<file path="config.mk">
export PLATFORM = sky130hd
export DESIGN_NAME = periph_gate
export DESIGN_NICKNAME = d
export VERILOG_FILES = /design/src/rtl/gate_pkg.sv /design/src/rtl/gate_cfg_regs.sv /design/src/rtl/gate_policy.sv /design/src/rtl/gate_resp.sv /design/src/rtl/periph_gate.sv
export SDC_FILE = /design/constraint.sdc
export NUM_CORES = 1
export LEC_CHECK = 0
export ABC_AREA = 1
export BUFFER_PORTS_ARGS = -buffer_cell sky130_fd_sc_hd__buf_2
export CAP_MARGIN = 25
export CORE_MARGIN = 2
export CORE_UTILIZATION = 53
export CTS_CLUSTER_DIAMETER = 80
export CTS_CLUSTER_SIZE = 14
export DETAILED_ROUTE_END_ITERATION = 8
export GPL_ROUTABILITY_DRIVEN = 0
export PLACE_DENSITY = 0.73
export SYNTH_ARGS = -nofsm -noshare
export SYNTH_HDL_FRONTEND = slang
export SYNTH_SLANG_ARGS = --single-unit
</file>
<file path="constraint.sdc">
create_clock -name clk -period 1.4 [get_ports clk]
set_input_delay 0.21 -clock clk [delete_from_list [all_inputs] [get_ports clk]]
set_output_delay 0.21 -clock clk [all_outputs]
set_load 0.005 [all_outputs]
</file>
<file path="src/rtl/gate_pkg.sv">
package gate_pkg;
  localparam int FIELD_W    = 4;
  localparam int WORD_BITS  = 32;
  localparam int FLD_PER_WD = WORD_BITS / FIELD_W;
  localparam int PRIV_WORD  = 0;
  localparam int LOCK_WORD0 = 16;

  typedef enum logic [1:0] {
    DEC_FWD,
    DEC_REG,
    DEC_ERR
  } gate_dec_e;

  typedef enum logic [1:0] {
    ST_IDLE,
    ST_ERR1,
    ST_ERR2
  } gate_st_e;
endpackage

</file>
<file path="src/rtl/gate_cfg_regs.sv">
module gate_cfg_regs
  import gate_pkg::*;
#(
  parameter int                   NUM_MASTERS = 6,
  parameter logic [NUM_MASTERS-1:0] MASTER_MAP = 6'b101111,
  parameter int                   NUM_SLOTS   = 34,
  parameter int                   WORD_W      = 5
) (
  input  logic                   clk,
  input  logic                   rst_n,
  input  logic                   we,
  input  logic [WORD_W-1:0]      word,
  input  logic [WORD_BITS-1:0]   wdata,
  output logic [WORD_BITS-1:0]   rdata,
  output logic [NUM_MASTERS-1:0] priv_en,
  output logic [NUM_SLOTS-1:0]   slot_lock
);
  localparam logic [WORD_W-1:0] PW = WORD_W'(PRIV_WORD);

  logic [FIELD_W-1:0] priv_q [NUM_MASTERS];
  logic [FIELD_W-1:0] lock_q [NUM_SLOTS];

  // Privilege fields: only present masters get storage
  for (genvar m = 0; m < NUM_MASTERS; m++) begin : g_master
    localparam int HI = WORD_BITS - 1 - FIELD_W * m;
    if (MASTER_MAP[m]) begin : g_store
      logic wr_en;
      assign wr_en = we && (word == PW);
      always_ff @(posedge clk or negedge rst_n) begin
        if (!rst_n)     priv_q[m] <= '0;
        else if (wr_en) priv_q[m] <= wdata[HI -: FIELD_W];
      end
    end else begin : g_absent
      assign priv_q[m] = '0;
    end
    assign priv_en[m] = priv_q[m][0];
  end

  // Lock fields: slot k lives in word LOCK_WORD0 + k/8
  for (genvar k = 0; k < NUM_SLOTS; k++) begin : g_slot
    localparam logic [WORD_W-1:0] SW = WORD_W'(LOCK_WORD0 + k / FLD_PER_WD);
    localparam int                HI = WORD_BITS - 1 - FIELD_W * (k % FLD_PER_WD);
    logic wr_en;
    assign wr_en = we && (word == SW);
    always_ff @(posedge clk or negedge rst_n) begin
      if (!rst_n)     lock_q[k] <= '0;
      else if (wr_en) lock_q[k] <= wdata[HI -: FIELD_W];
    end
    assign slot_lock[k] = lock_q[k][0];
  end

  always_comb begin
    rdata = '0;
    if (word == PW) begin
      for (int m = 0; m < NUM_MASTERS; m++)
        rdata[WORD_BITS-1-FIELD_W*m -: FIELD_W] = priv_q[m];
    end
    for (int k = 0; k < NUM_SLOTS; k++) begin
      if (word == WORD_W'(LOCK_WORD0 + k / FLD_PER_WD))
        rdata[WORD_BITS-1-FIELD_W*(k % FLD_PER_WD) -: FIELD_W] = lock_q[k];
    end
  end
endmodule

</file>
<file path="src/rtl/gate_policy.sv">
module gate_policy
  import gate_pkg::*;
#(
  parameter int NUM_MASTERS = 6,
  parameter int NUM_SLOTS   = 34,
  parameter int MID_W       = 3,
  parameter int SLOT_W      = 6
) (
  input  logic                   to_regs,
  input  logic [MID_W-1:0]       master,
  input  logic                   prot1,
  input  logic                   trusted,
  input  logic [SLOT_W-1:0]      slot,
  input  logic [NUM_MASTERS-1:0] priv_en,
  input  logic [NUM_SLOTS-1:0]   slot_lock,
  output gate_dec_e              dec,
  output logic                   super_o
);
  localparam int MPAD = 1 << MID_W;
  localparam int SPAD = 1 << SLOT_W;

  logic [MPAD-1:0] priv_pad;
  logic [SPAD-1:0] lock_pad;

  // IDs and slots beyond the implemented range see a zero field
  assign priv_pad = MPAD'(priv_en);
  assign lock_pad = SPAD'(slot_lock);

  assign super_o = prot1 & priv_pad[master];

  always_comb begin
    if (to_regs)                        dec = prot1 ? DEC_REG : DEC_ERR;
    else if (!trusted && lock_pad[slot]) dec = DEC_ERR;
    else                                dec = DEC_FWD;
  end
endmodule

</file>
<file path="src/rtl/gate_resp.sv">
module gate_resp
  import gate_pkg::*;
#(
  parameter int SLOT_W = 6
) (
  input  logic                 clk,
  input  logic                 rst_n,
  input  logic                 accept,
  input  gate_dec_e            dec,
  input  logic                 super_i,
  input  logic                 write,
  input  logic [SLOT_W-1:0]    slot,
  input  logic [WORD_BITS-1:0] rdata_c,
  output logic                 ready,
  output logic                 resp_err,
  output logic                 resp_ok,
  output logic [WORD_BITS-1:0] rdata,
  output logic                 pbus_start,
  output logic                 pbus_super,
  output logic [SLOT_W-1:0]    pbus_slot
);
  gate_st_e             st_q, st_d;
  logic                 start_d, super_d, ok_d;
  logic [SLOT_W-1:0]    slot_d;
  logic [WORD_BITS-1:0] rdata_d;

  always_comb begin
    unique case (st_q)
      ST_ERR1: st_d = ST_ERR2;
      default: st_d = (accept && dec == DEC_ERR) ? ST_ERR1 : ST_IDLE;
    endcase
    start_d = accept && (dec == DEC_FWD);
    super_d = start_d && super_i;
    slot_d  = start_d ? slot : '0;
    ok_d    = accept && (dec == DEC_REG);
    rdata_d = (ok_d && !write) ? rdata_c : '0;
  end

  always_ff @(posedge clk or negedge rst_n) begin
    if (!rst_n) begin
      st_q       <= ST_IDLE;
      pbus_start <= 1'b0;
      pbus_super <= 1'b0;
      pbus_slot  <= '0;
      resp_ok    <= 1'b0;
      rdata      <= '0;
    end else begin
      st_q       <= st_d;
      pbus_start <= start_d;
      pbus_super <= super_d;
      pbus_slot  <= slot_d;
      resp_ok    <= ok_d;
      rdata      <= rdata_d;
    end
  end

  assign ready    = (st_q != ST_ERR1);
  assign resp_err = (st_q != ST_IDLE);
endmodule

</file>
<file path="src/rtl/periph_gate.sv">
module periph_gate
  import gate_pkg::*;
#(
  parameter int NUM_MASTERS = 6,
  parameter logic [NUM_MASTERS-1:0] MASTER_MAP = 6'b101111,
  parameter int NUM_SLOTS   = 34,
  parameter int WORD_W      = 5,
  localparam int MID_W      = $clog2(NUM_MASTERS),
  localparam int SLOT_W     = $clog2(NUM_SLOTS)
) (
  input  logic                 clk,
  input  logic                 rst_n,
  input  logic                 req_valid,
  input  logic                 req_to_regs,
  input  logic                 req_write,
  input  logic [MID_W-1:0]     req_master,
  input  logic                 req_prot1,
  input  logic                 req_trusted,
  input  logic [SLOT_W-1:0]    req_slot,
  input  logic [WORD_W-1:0]    req_word,
  input  logic [WORD_BITS-1:0] req_wdata,
  output logic                 req_ready,
  output logic                 resp_err,
  output logic                 resp_ok,
  output logic [WORD_BITS-1:0] resp_rdata,
  output logic                 pbus_start,
  output logic                 pbus_super,
  output logic [SLOT_W-1:0]    pbus_slot
);
  logic                   accept, cfg_we, super_c;
  logic [NUM_MASTERS-1:0] priv_en;
  logic [NUM_SLOTS-1:0]   slot_lock;
  logic [WORD_BITS-1:0]   rdata_c;
  gate_dec_e              dec;

  assign accept = req_valid && req_ready;
  assign cfg_we = accept && (dec == DEC_REG) && req_write;

  gate_cfg_regs #(
    .NUM_MASTERS(NUM_MASTERS), .MASTER_MAP(MASTER_MAP),
    .NUM_SLOTS(NUM_SLOTS), .WORD_W(WORD_W)
  ) u_regs (
    .clk(clk), .rst_n(rst_n), .we(cfg_we), .word(req_word),
    .wdata(req_wdata), .rdata(rdata_c), .priv_en(priv_en), .slot_lock(slot_lock)
  );

  gate_policy #(
    .NUM_MASTERS(NUM_MASTERS), .NUM_SLOTS(NUM_SLOTS),
    .MID_W(MID_W), .SLOT_W(SLOT_W)
  ) u_policy (
    .to_regs(req_to_regs), .master(req_master), .prot1(req_prot1),
    .trusted(req_trusted), .slot(req_slot), .priv_en(priv_en),
    .slot_lock(slot_lock), .dec(dec), .super_o(super_c)
  );

  gate_resp #(.SLOT_W(SLOT_W)) u_resp (
    .clk(clk), .rst_n(rst_n), .accept(accept), .dec(dec), .super_i(super_c),
    .write(req_write), .slot(req_slot), .rdata_c(rdata_c),
    .ready(req_ready), .resp_err(resp_err), .resp_ok(resp_ok), .rdata(resp_rdata),
    .pbus_start(pbus_start), .pbus_super(pbus_super), .pbus_slot(pbus_slot)
  );
endmodule

</file>
Word level (Yosys, flattened, before mapping)
Index checks and enable logic that the tools add are counted.
- add/subtract/negate cells: 0
- multiply operators: 0
- div/mod/pow operators: 0
- $lt $le $gt $ge: 2
- equality and inequality tests: 9
- shifts and indexed selects: 0
- muxes and demuxes: 46
- bitwise logic cells: 1
- reductions and logical operators: 19
- operators with widths (cell ; number):
    two-way mux 4 bit ; 34
    two-way mux 32 bit ; 1
    equality test 5 bit, second input constant ; 5
    two-way mux 24 bit ; 1
    logical AND 1 bit ; 14
    two-way mux 2 bit ; 4
    < comparator 6 x 7 -> 1 bit, second input constant ; 1
    binary-select mux 1 bit (select 6 bit) ; 1
    two-way mux 6 bit ; 1
    logical NOT 5 bit ; 1
    equality test 2 x 1 -> 1 bit, second input constant ; 2
    < comparator 3 x 4 -> 1 bit, second input constant ; 1
    binary-select mux 1 bit (select 3 bit) ; 1
    two-way mux 1 bit ; 3
    equality test 2 bit, second input constant ; 1
    logical NOT 1 bit ; 2
    logical NOT 2 bit ; 1
    inequality test 2 x 1 -> 1 bit, second input constant ; 1
    nonzero test 2 bit ; 1
    AND 1 bit ; 1
- register bits after elaboration: 199
- bits in latches: 0
- RAM bits: 0
- ROM bits: 0
- output and inout bits: 43
- memories: 0

Depth between registers and ports, before layout
- word-level depth: 9
- mapped depth: 14

By module
Synthesis repeated with hierarchy kept, for this count alone.
- cells, all modules: 1127
- area, all modules: 9420.3 um^2
- by module, submodules not included (module ; times used ; cells an instance ; area each (um^2)):
    gate_cfg_regs ; 1 ; 863 ; 7153.1
    gate_resp ; 1 ; 139 ; 1680.4
    gate_policy ; 1 ; 119 ; 563.0
    periph_gate ; 1 ; 6 ; 23.8

Worst setup path after synthesis
No wires, ideal clock.
- kind: register to register
- from: register u_resp.st_q[0]
- to: register u_regs.lock_q, in the netlist u_regs.slot_lock[25]
- library setup time: 123 ps
- arrival time: 1281 ps
- path slack: -5 ps
- stages on the path, launching flop included: 12
- path buffers: 1
- clock period less this slack: 1405 ps
- cell sequence: dfrtp_1 inv_1 nor2_1 inv_2 nand2_2 nor2_4 inv_2 nor2_8 nand2_4 buf_4 nand2_1 o21ai_1
- longest elaborated chain between the ends: 5
- RTL lines (element ; line ; text):
    from (decl) ; gate_resp.sv:22 ; gate_st_e st_q, st_d;
    from (signal assigned) ; gate_resp.sv:48 ; st_q <= st_d;
    inequality test 2 x 1 -> 1 bit ; gate_resp.sv:57 ; assign ready = (st_q != ST_ERR1);
    via req_ready ; periph_gate.sv:22 ; output logic req_ready,
    logical AND 1 bit ; periph_gate.sv:36 ; assign accept = req_valid && req_ready;
    logical AND 1 bit ; - ;
    via u_resp.ok_d ; gate_resp.sv:23 ; logic start_d, super_d, ok_d;
    logical AND 1 bit ; periph_gate.sv:37 ; assign cfg_we = accept && (dec == DEC_REG) && req_write;
    logical AND 1 bit ; gate_cfg_regs.sv:44 ; assign wr_en = we && (word == SW);
    to (signal, indexed assignment) ; gate_cfg_regs.sv:47 ; else if (wr_en) lock_q[k] <= wdata[HI -: FIELD_W];
    to (decl) ; gate_cfg_regs.sv:21 ; logic [FIELD_W-1:0] lock_q [NUM_SLOTS];
The timed path passes the listed nets, and every way through them passes these cells.
A chain may end at the register's enable or synchronous reset.

Final worst setup path
- from: register u_resp.st_q[0]
- to: register u_resp.rdata[20]
- longest elaborated chain between the ends: 5
- RTL lines (element ; line ; text):
    inequality test 2 x 1 -> 1 bit ; gate_resp.sv:57 ;
    logical AND 1 bit ; periph_gate.sv:36 ;
    logical AND 1 bit ; gate_resp.sv:35 ; ok_d = accept && (dec == DEC_REG);
    via u_resp.ok_d ; gate_resp.sv:23 ;
    logical AND 1 bit ; gate_resp.sv:36 ; rdata_d = (ok_d && !write) ? rdata_c : '0;
    two-way mux 32 bit ; gate_resp.sv:36 ;
    via u_resp.rdata_d[20] ; gate_resp.sv:25 ; logic [WORD_BITS-1:0] rdata_d;
    to (signal assigned) ; gate_resp.sv:53 ; rdata <= rdata_d;
    to (decl) ; gate_resp.sv:17 ; output logic [WORD_BITS-1:0] rdata,
The timed path passes the listed nets, and every way through them passes these cells.

==> metrics.md <==
| Metric | Value |
|---|---|
| Outcome | `finished, violations left` |
| Worst setup margin | `-0.215 ns` |
| Core area | `15800 um2` |
| First-pass GRT wire length | `36.1 mm` |
| WL final | `24.3 mm` |
| CP top delay family | `buffers and inverters` |
| Actual slew at the worst max-slew pin | `0.349 ns` |
| Worst Hold Depth | `3` |
| Syn Area/Cell | `9.26 um2` |
| Initial antenna violation count | `1` |
| Failing checks | `setup timing` |
| Crit Path Max Fanout | `8` |
| H-tree levels | `4` |
| Post-Syn Instances | `914` |
| EDFF count, synth | `0` |
| Port Buffers | `95` |
| Register area share after synthesis | `58.8%` |
| Dpl hpwl | `14.3 mm` |
| Synth area leader | `dfrtp_1` |
| Vias in the first global route | `7006` |
| Number of vias per cell | `5.67` |
| Count of cell types in the netlist | `35` |
| Crit path kind | `reg -> reg` |
| P per Cell Area | `1130 nW/um2` |
| Worst path max stage delay | `0.38 ns` |
| Slew headroom | `76.7%` |
| Area of the multi-input gates | `3330 um2` |
| Total CTS buffers | `17` |
| Worst Hold Path EP | `u_resp.pbus_slot[3]` |
| Drc violations | `0` |
| Origin of the worst min-delay path | `req_slot[3]` |
| Max clock buf depth | `2` |
| TritonCTS Sinks | `199` |
| Die H | `130 um` |
| Hold Crit Class | `in -> reg` |
| Crit path arrival time | `1.96 ns` |
| Num rows | `46` |
| Worst-Skew Late Latency | `0.44 ns` |
| RSZ-0062 raised after global routing | `true` |
| Final Max Slew Viols | `0` |
| Worst path slowest cell | `dfrtp_1` |
| DR pass1 iterations | `5` |
| Starting Density | `53.7%` |
| Final ANT Viol Nets | `0` |
| Gr usage total | `27.7%` |
| Vias | `7366` |
| End of the worst register-to-register path | `u_resp.rdata[20]` |
| Clock period minus final worst setup slack | `1.61 ns` |
| Largest net degree at the start of global routing | `46` |
| Cells along the critical path | `inv_2 -> nor2_2 -> inv_2 -> nand2_4 -> nor2_4 -> inv_4 -> nor2_4 -> buf_12 -> clkbuf_16 -> o221ai_2 -> a31oi_1` |
| Main synth FF type | `dfrtp_1` |
| Final core utilization | `70.8%` |
| Ys Warns | `0` |
| DR iter-0 viols | `603` |
| CP endpoint kind | `register` |
| Worst Path Buf+Inv | `5` |
| Largest vdd supply drop | `0.927 mV` |
| Async SR Flop Fraction | `100%` |
| Reg-to-Reg Start | `u_resp.st_q[0]` |
| Synth area leaders | `dfrtp_1, nand2_1, o21ai_1, inv_1, a21oi_1` |
| Die width | `130 um` |
| Post-route setup TNS | `-23.71 ns` |
| Fillers | `1167` |
| Area growth syn-to-layout | `31.9%` |
| Register area | `4980 um2` |
| Mapped Nets | `967` |
| Ratio of cells with drive above 1 in the final layout | `31.2%` |
| CTS tree | `done` |
| Fmax | `619 MHz` |
| Setup crit start kind | `register` |
| Fin. Hold Viols | `0` |
| I/O pins | `96` |
| Final net count | `1122` |
| Data required time of the worst path | `1.74 ns` |
| LEAKAGE | `5.35 nW` |
| Grt ovf | `0` |
| Area of the mapped netlist | `8460 um2` |
| Post-synthesis register bit count | `199` |
| Commonest non-fill, non-tap cell in the layout | `nand2_1` |
| R2R Setup Slk | `-0.21 ns` |
| R2R cell count | `11` |
| Most frequent cells in the layout | `nand2_1, dfrtp_1, o21ai_1` |
| Clock Skew | `0.00789 ns` |
| Synth top area share | `58.8%` |
| Die ar. | `17000 um2` |
| Drt wl/cell | `18.7 um` |
| Final Setup Violations | `194` |
| Root buf cell | `clkbuf_16` |
| Final period util | `115%` |
| Max cap viols | `0` |
| Clock slew at reported path FFs | `0.07 ns` |
## worst min-delay path, delay by kind of cell
kind                   cells  cell delay (ns)
buffers and inverters      2             0.18
AND/OR/NAND/NOR            1             0.03
## cells by family (layout without fill, tap and decap cells)
family	count (synthesis)	after routing	share of synthesized area (%)
simple gates	320	320	16.2
compound gates	268	268	17.7
flops	199	199	58.8
buf+inv	127	295	7.27
other cells	0	1	0
## layer usage
| metal | up-vias | track usage [%] | wire, um |
|---|---|---|---|
| met5 | - | 0 | 0 |
| met3 | 60 | 4.76 | 1440 |
| met4 | 0 | 11.1 | 811 |
| met2 | 313 | 44.9 | 12100 |
| met1 | 3623 | 37.6 | 9970 |
| li1 | 3370 | - | - |
## what timing repair did
item / in CTS / in global routing
pin swaps: 0 / 7
hold buffers: 2 / 0
endpoints found under the hold margin: 33 / 0
gates resized for setup: 25 / 116
cloned: 4 / 5
setup endpoints to repair: 188 / 199
buffers inserted: 4 / 7
## per-stage QoR
| stage | worst slack, ns | hold slack (ns) | instance area (um2) | cells | power, mW |
|---|---|---|---|---|---|
| 3_3_place_gp | -0.115 | 0.160 | 9610 | 1244 | 6.99 |
| 3_5_place_dp | -0.161 | 0.155 | 9610 | 1244 | 7.01 |
| 6_report | -0.215 | 0.0163 | 11200 | 1299 | 12.7 |
| 4_1_cts | -0.149 | 0.000971 | 10500 | 1286 | 12.6 |
| 2_1_floorplan | -0.00478 | -0.0856 | 8460 | 914 | 6.58 |
| 5_1_grt | -0.301 | 0.0454 | 11200 | 1299 | 13.0 |
## where the power goes
part           total, mW  internal, mW  switching (mW)
Clock               5.60          3.45            2.15
Combinational      0.939         0.369           0.570
Sequential          6.12          5.96           0.160
## worst max-delay path by stage
stage | from | to | slack [ns] | cells after the start
global route | u_resp.st_q[0] | u_regs.lock_q[14] | -0.30 | 12
detailed placement | u_resp.st_q[0] | u_resp.rdata[26] | -0.16 | 10
floorplan | u_resp.st_q[0] | u_regs.slot_lock[25] | -0.005 | 11
finish | u_resp.st_q[0] | u_resp.rdata[20] | -0.21 | 11
CTS | u_resp.st_q[0] | u_resp.rdata[26] | -0.15 | 10
global placement | u_resp.st_q[0] | u_resp.rdata[26] | -0.12 | 10
## Yosys cell counts (5+ instances only)
cell type,n
a21oi_1,42
a22oi_1,5
a31oi_1,13
a41oi_1,5
buf_2,26
buf_4,8
buf_6,8
clkbuf_1,7
dfrtp_1,199
inv_1,68
inv_2,8
nand2_1,255
nand2_4,6
nand3_1,25
nor2_1,17
o211ai_1,5
o21ai_0,35
o21ai_1,136
o221ai_1,22
## sequential cells by signal, indices dropped and copies added (netlist names)
name / cells
u_regs.slot_lock: 34
u_regs.lock_q: 102
u_resp.rdata: 32
u_regs.priv_en: 5
u_resp.st_q: 2
u_regs.priv_q: 15
u_resp.pbus_start: 1
u_resp.pbus_slot: 6
u_resp.pbus_super: 1
u_resp.resp_ok: 1
## final cells by class
| type | count | area share, % |
|---|---|---|
| flip-flops and latches | 199 | 44.6 |
| multi-input cells | 588 | 29.8 |
| repair buffers | 186 | 14.4 |
| clock buffers | 20 | 4.09 |
| inverters | 77 | 2.66 |
| well taps | 216 | 2.42 |
| clock inverters | 12 | 1.97 |
| diodes | 1 | 0.0224 |
(Power assumes the default switching activity.)
